<file path="src/rtl/lin_txgate_pkg.sv">
package lin_txgate_pkg;

  localparam int REG_W     = 8;
  localparam int SLEW_LSB  = 0;
  localparam int SLEW_W    = 2;
  localparam int OTIE_BIT  = 2;
  localparam int OTST_BIT  = 7;

  typedef enum logic [1:0] {
    SLEW_20K  = 2'b00,
    SLEW_10K  = 2'b01,
    SLEW_FAST = 2'b10,
    SLEW_RSVD = 2'b11
  } slew_e;

  // Synchronized input group, packed for the synchronizer bank.
  typedef struct packed {
    logic lp;
    logic uv;
    logic ot;
    logic txd;
  } line_t;

  localparam int    LINE_W   = $bits(line_t);
  localparam line_t LINE_RST = '{lp: 1'b0, uv: 1'b0, ot: 1'b0, txd: 1'b1};

  // The reserved code falls back to the default slope speed.
  function automatic logic [1:0] slew_norm(input logic [1:0] raw);
    return (raw == SLEW_RSVD) ? SLEW_20K : raw;
  endfunction

  // Over-temperature lock: set at once, released only once TxD is recessive.
  function automatic logic ot_lock_nxt(input logic lock, input logic ot, input logic txd);
    if (ot)       return 1'b1;
    else if (txd) return 1'b0;
    else          return lock;
  endfunction

  // Under-voltage lock: may change only while TxD is recessive.
  function automatic logic uv_lock_nxt(input logic lock, input logic uv, input logic txd);
    return txd ? uv : lock;
  endfunction

endpackage

</file>
<file path="src/rtl/lin_sync_bank.sv">
module lin_sync_bank #(
  parameter int              W       = 4,
  parameter int              STAGES  = 2,
  parameter logic [W-1:0]    RST_VAL = '0
) (
  input  logic         clk,
  input  logic         rst_n,
  input  logic [W-1:0] d,
  output logic [W-1:0] q
);

  logic [W-1:0] stage_q [STAGES];

  genvar gs;
  generate
    for (gs = 0; gs < STAGES; gs++) begin : g_stage
      if (gs == 0) begin : g_first
        always_ff @(posedge clk or negedge rst_n) begin
          if (!rst_n) stage_q[gs] <= RST_VAL;
          else        stage_q[gs] <= d;
        end
      end else begin : g_next
        always_ff @(posedge clk or negedge rst_n) begin
          if (!rst_n) stage_q[gs] <= RST_VAL;
          else        stage_q[gs] <= stage_q[gs-1];
        end
      end
    end
  endgenerate

  assign q = stage_q[STAGES-1];

endmodule

</file>
<file path="src/rtl/lin_fault_gate.sv">
module lin_fault_gate
  import lin_txgate_pkg::*;
(
  input  logic clk,
  input  logic rst_n,
  input  logic ot_s,
  input  logic uv_s,
  input  logic lp_s,
  input  logic txd_s,
  output logic ot_lock,
  output logic uv_lock,
  output logic drv_en,
  output logic drv_level
);

  logic ot_lock_n;
  logic uv_lock_n;
  logic en_n;

  always_comb begin
    ot_lock_n = ot_lock_nxt(ot_lock, ot_s, txd_s);
    uv_lock_n = uv_lock_nxt(uv_lock, uv_s, txd_s);
    en_n      = !ot_lock_n && !uv_lock_n && !lp_s;
  end

  always_ff @(posedge clk or negedge rst_n) begin
    if (!rst_n) begin
      ot_lock   <= 1'b0;
      uv_lock   <= 1'b0;
      drv_en    <= 1'b0;
      drv_level <= 1'b1;
    end else begin
      ot_lock   <= ot_lock_n;
      uv_lock   <= uv_lock_n;
      drv_en    <= en_n;
      drv_level <= en_n ? txd_s : 1'b1;
    end
  end

endmodule

</file>
<file path="src/rtl/lin_ctl_regs.sv">
module lin_ctl_regs
  import lin_txgate_pkg::*;
(
  input  logic             clk,
  input  logic             rst_n,
  input  logic             reg_wr,
  input  logic             reg_rd,
  input  logic [REG_W-1:0] reg_wdata,
  input  logic             ot_s,
  output logic [REG_W-1:0] reg_rdata,
  output logic [1:0]       slew_mode,
  output logic             otie,
  output logic             ot_rise,
  output logic             irq
);

  logic [SLEW_W-1:0] slew_raw;
  logic              ot_prev;

  assign ot_rise   = ot_s && !ot_prev;
  assign slew_mode = slew_norm(slew_raw);

  always_ff @(posedge clk or negedge rst_n) begin
    if (!rst_n) begin
      slew_raw <= SLEW_20K;
      otie     <= 1'b0;
    end else if (reg_wr) begin
      slew_raw <= reg_wdata[SLEW_LSB +: SLEW_W];
      otie     <= reg_wdata[OTIE_BIT];
    end
  end

  always_ff @(posedge clk or negedge rst_n) begin
    if (!rst_n) begin
      ot_prev <= 1'b0;
      irq     <= 1'b0;
    end else begin
      ot_prev <= ot_s;
      if (ot_rise && otie) irq <= 1'b1;
      else if (reg_rd)     irq <= 1'b0;
    end
  end

  always_comb begin
    reg_rdata                        = '0;
    reg_rdata[SLEW_LSB +: SLEW_W]    = slew_raw;
    reg_rdata[OTIE_BIT]              = otie;
    reg_rdata[OTST_BIT]              = ot_s;
  end

endmodule

</file>
<file path="src/rtl/lin_txgate_ctrl.sv">
module lin_txgate_ctrl
  import lin_txgate_pkg::*;
#(
  parameter int SYNC_STAGES = 2
) (
  input  logic        clk,
  input  logic        rst_n,
  input  logic        txd_in,
  input  logic        ot_in,
  input  logic        uv_in,
  input  logic        lp_in,
  input  logic        reg_wr,
  input  logic        reg_rd,
  input  logic [7:0]  reg_wdata,
  output logic [7:0]  reg_rdata,
  output logic        drv_en,
  output logic        drv_level,
  output logic [1:0]  slew_mode,
  output logic        irq
);

  line_t line_raw;
  line_t line_s;
  logic  txd_s, ot_s, uv_s, lp_s;
  logic  ot_lock, uv_lock;
  logic  otie, ot_rise;

  always_comb begin
    line_raw.lp  = lp_in;
    line_raw.uv  = uv_in;
    line_raw.ot  = ot_in;
    line_raw.txd = txd_in;
  end

  lin_sync_bank #(
    .W       (LINE_W),
    .STAGES  (SYNC_STAGES),
    .RST_VAL (LINE_RST)
  ) u_sync (
    .clk   (clk),
    .rst_n (rst_n),
    .d     (line_raw),
    .q     (line_s)
  );

  assign txd_s = line_s.txd;
  assign ot_s  = line_s.ot;
  assign uv_s  = line_s.uv;
  assign lp_s  = line_s.lp;

  lin_fault_gate u_gate (
    .clk       (clk),
    .rst_n     (rst_n),
    .ot_s      (ot_s),
    .uv_s      (uv_s),
    .lp_s      (lp_s),
    .txd_s     (txd_s),
    .ot_lock   (ot_lock),
    .uv_lock   (uv_lock),
    .drv_en    (drv_en),
    .drv_level (drv_level)
  );

  lin_ctl_regs u_regs (
    .clk       (clk),
    .rst_n     (rst_n),
    .reg_wr    (reg_wr),
    .reg_rd    (reg_rd),
    .reg_wdata (reg_wdata),
    .ot_s      (ot_s),
    .reg_rdata (reg_rdata),
    .slew_mode (slew_mode),
    .otie      (otie),
    .ot_rise   (ot_rise),
    .irq       (irq)
  );

endmodule

</file>
<file path="config.mk">
export PLATFORM = sky130hd
export DESIGN_NAME = lin_txgate_ctrl
export DESIGN_NICKNAME = d
export VERILOG_FILES = /design/src/rtl/lin_txgate_pkg.sv /design/src/rtl/lin_sync_bank.sv /design/src/rtl/lin_fault_gate.sv /design/src/rtl/lin_ctl_regs.sv /design/src/rtl/lin_txgate_ctrl.sv
export SDC_FILE = /design/constraint.sdc
export NUM_CORES = 1
export LEC_CHECK = 0
export CORE_MARGIN = 4
export CORE_UTILIZATION = 25
export DETAILED_ROUTE_END_ITERATION = 8
export SYNTH_ARGS = -nofsm -noshare
export SYNTH_HDL_FRONTEND = slang
export SYNTH_SLANG_ARGS = --single-unit
</file>
<file path="constraint.sdc">
create_clock -name clk -period 1.5 [get_ports clk]
set_input_delay 0.375 -clock clk [delete_from_list [all_inputs] [get_ports clk]]
set_output_delay 0.375 -clock clk [all_outputs]
set_load 0.05 [all_outputs]
</file>
==> flow_metrics.py <==
metrics = {
    "timing": {
        "hold_violations": 0,
        "fin_skew_ns": 0.00135,
        "hold_slack_ns": 0.354,
        "period_minus_slack_ns": 1.44,
        "setup_viol": 0,
        "final_max_slew_viol_count": 0,
        "fin_ws_ns": 0.0634,
        "timing.fmax_mhz": 696,
        "rsz0062_at_grt": "false",
        "fin_crit_sh": 0.958,
    },
    "setup_path": {
        "crit_buf_inv": 1,
        "reg2reg_to": "u_gate.drv_level",
        "path_class": "reg -> out",
        "cp.arrival_ns": 1.06,
        "slowest_stage": "dfrtp_2",
        "critPathMaxStageDelay_ns": 0.43,
        "cp_max_fo": 4,
        "path_cells": "nor2b_2, buf_12",
        "r2r_slack_ns": 0.35,
        "crit_required_ns": 1.12,
        "start_kind": "flop",
        "reg2reg_from": "u_gate.ot_lock",
        "rr_worst_depth": 2,
        "end_kind": "output pin",
        "critical-path-top-delay-family": "flip-flops",
    },
    "cts": {
        "cts_tree": "built",
        "clk_latency_ns": 0.28,
        "ctsLongestPathBuffers": 2,
        "path_clk_slew_ns": 0.09,
        "htreeDepth": 1,
        "holdBufCountCts": 0,
        "cts_post_setup_buffers_inserted": 0,
        "numCtsBuffers": 3,
        "clkSinkCount": 17,
        "clockRootBuffer": "clkbuf_4",
    },
    "drt": {
        "drcViolationCount": 0,
        "vias": 343,
        "drt-total-wl_um": 906,
        "wire_per_inst_um": 10.3,
        "drtAntennaViolNets": 0,
        "firstDrtPassIters": 2,
        "drt-initial-drc-count": 1,
        "vias_per_cell": 3.90,
    },
    "global_route": {
        "grt_max_degree": 18,
        "grt_pass1_vias": 386,
        "grt_pass1_wl_mm": 1.55,
        "grt_use_total": 0.0631,
        "antenna_found_initial": 0,
        "grt_remaining_overflow": 0,
    },
    "min_path": {
        "hold_path.class": "reg -> reg",
        "min_to": "u_sync.q[1]",
        "worst_hold_path.num_cells": 0,
        "min_from": "u_sync.stage_q[5]",
    },
    "yosys": {
        "mappedNetlistArea_um2": 588,
        "yosysWarnings": 0,
        "synth_cell_type_count": 13,
        "synth_top_area_cell": "dfrtp_1",
        "yosysSeqAreaShare": 0.730,
        "synth-simple-area-share": 0.0617,
        "synth_top_cell_area_share": 0.596,
        "synth_top_family_by_area": "buffers and inverters",
        "syn-mean-instance-area_um2": 15.1,
        "synth_fa_ha_area_frac": 0,
        "yosys.area_share.xor_xnor": 0,
        "synthTopCellsByArea": "dfrtp_1, dfstp_2, buf_4",
        "synthMuxAreaShare": 0.0766,
        "syn_inst": 39,
        "synth-compound-area-share": 0.0362,
        "synth_seq_cells": 17,
    },
    "placed_design": {
        "dpl_cell_area_um2": 882,
        "dp_hpwl_um": 736,
        "pre_cts_ws_ns": 0.115,
        "gp_congestion": 0.646,
        "port-buffer-count": 19,
    },
    "floorplanning": {
        "start_util": 0.263,
        "die_x_um": 56.5,
        "core-area_um2": 2230,
        "pin_count": 29,
        "die_area_um2": 3190,
        "rows": 17,
        "fp.dieH_um": 56.5,
    },
    "power_and_ir_drop": {
        "power_density_nw_per_um2": 1080,
        "power_leakage_nw": 0.395,
        "power.total_w": 0.000983,
        "vdd_drop_max_mv": 0.518,
    },
    "final_layout": {
        "layout-drive-gt1-share": 0.400,
        "syn_to_final_growth_pct": 54.9,
        "diodes": 0,
        "nets": 77,
        "final_cell_area_um2": 911,
        "fillCellCount": 217,
    },
    "outcome": {
        "run_status": "finished, final reports clean",
    },
    "flow_run": {
        "drv_cap": 0,
    },
}
## cells in the final DEF, fill, tap and decap left out
cell             count
clkbuf_4             3
dfrtp_1             12
or2b_1               1
conb_1               4
buf_12               9
mux2_2               4
dfrtp_2              2
inv_1                2
clkdlybuf4s50_1     10
clkbuf_1             1
o22ai_1              1
a211oi_1             1
buf_4                1
or3_1                2
dfstp_2              3
nor2b_2              2
nand2_1              1
a21o_1               1
## where the power goes
| part | total (W) | switching (W) | internal [W] | leakage [nW] |
|---|---|---|---|---|
| clock network | 0.000230 | 0.000127 | 0.000103 | 0.0150 |
| logic | 0.000236 | 0.000121 | 0.000114 | 0.185 |
| registers | 0.000517 | 0.0000260 | 0.000491 | 0.195 |
## cells by family (layout without fill, tap and decap cells)
logic type             Yosys count  count (layout)
AO/OA/AOI/OAI                    3               3
buffers and inverters            8              26
flip-flops                      17              17
multiplexers                     4               4
other                            1               4
AND/OR/NAND/NOR                  6               6
## routing by layer
layer / vias to the layer above / part of all wire / wire length (um) / global-route usage
li1: 158 / - / - / -
met1: 165 / 0.34 / 305 / 0.0557
met2: 20 / 0.51 / 463 / 0.107
met3: 0 / 0.15 / 137 / 0.0437
met4: 0 / 0 / 0 / 0.0305
met5: - / 0 / 0 / 0
## worst max path at each step
stage | slack (ns) | cells past startpoint | end | start
finish | 0.06 | 2 | slew_mode[1] | u_regs.slew_raw[1]
CTS | 0.03 | 2 | slew_mode[1] | u_regs.slew_raw[1]
global placement | 0.13 | 2 | u_regs.slew_raw[0] | reg_wr
global route | 0.01 | 2 | slew_mode[0] | u_regs.slew_raw[0]
floorplan | -0.08 | 1 | slew_mode[0] | u_regs.slew_raw[0]
detailed placement | 0.11 | 2 | u_regs.slew_raw[1] | reg_wr
## cells in the mapped netlist
cell type  count
a211oi_1       1
a21o_1         1
buf_4          6
conb_1         1
dfrtp_1       14
dfstp_2        3
inv_1          2
mux2_2         4
nand2_1        1
nor2b_1        2
o22ai_1        1
or2b_1         1
or3_1          2
## through the flow
step | util | setup TNS, ns | instances
CTS | 0.408 | 0 | 88
detailed placement | 0.395 | 0 | 84
floorplan | - | -0.168 | 42
global route | 0.408 | 0 | 88
finish | 0.408 | 0 | 88
global placement | 0.395 | 0 | 84
## flip-flops by register name, indices dropped and copies added (netlist names)
| signal | flops |
|---|---|
| u_sync.q | 4 |
| u_sync.stage_q | 4 |
| u_regs.slew_raw | 2 |
| u_gate.drv_en | 1 |
| u_gate.drv_level | 1 |
| u_gate.ot_lock | 1 |
| u_gate.uv_lock | 1 |
| u_regs.irq | 1 |
| u_regs.ot_prev | 1 |
| u_regs.otie | 1 |
## layout make-up
| cell class | count | area [um^2] | share of cell area |
|---|---|---|---|
| tap | 28 | 35.0 | 0.0385 |
| sequential | 17 | 432 | 0.474 |
| clock buffer | 4 | 26.3 | 0.0288 |
| timing repair buffer | 20 | 288 | 0.316 |
| inverter | 2 | 7.51 | 0.00824 |
| multi-input combinational | 17 | 123 | 0.135 |
## timing repair
item                                   CTS  global route
setup endpoints to repair                2             0
gates resized for setup                  2             0
endpoints found under the hold margin    0             0
(Power assumes the default switching activity.)
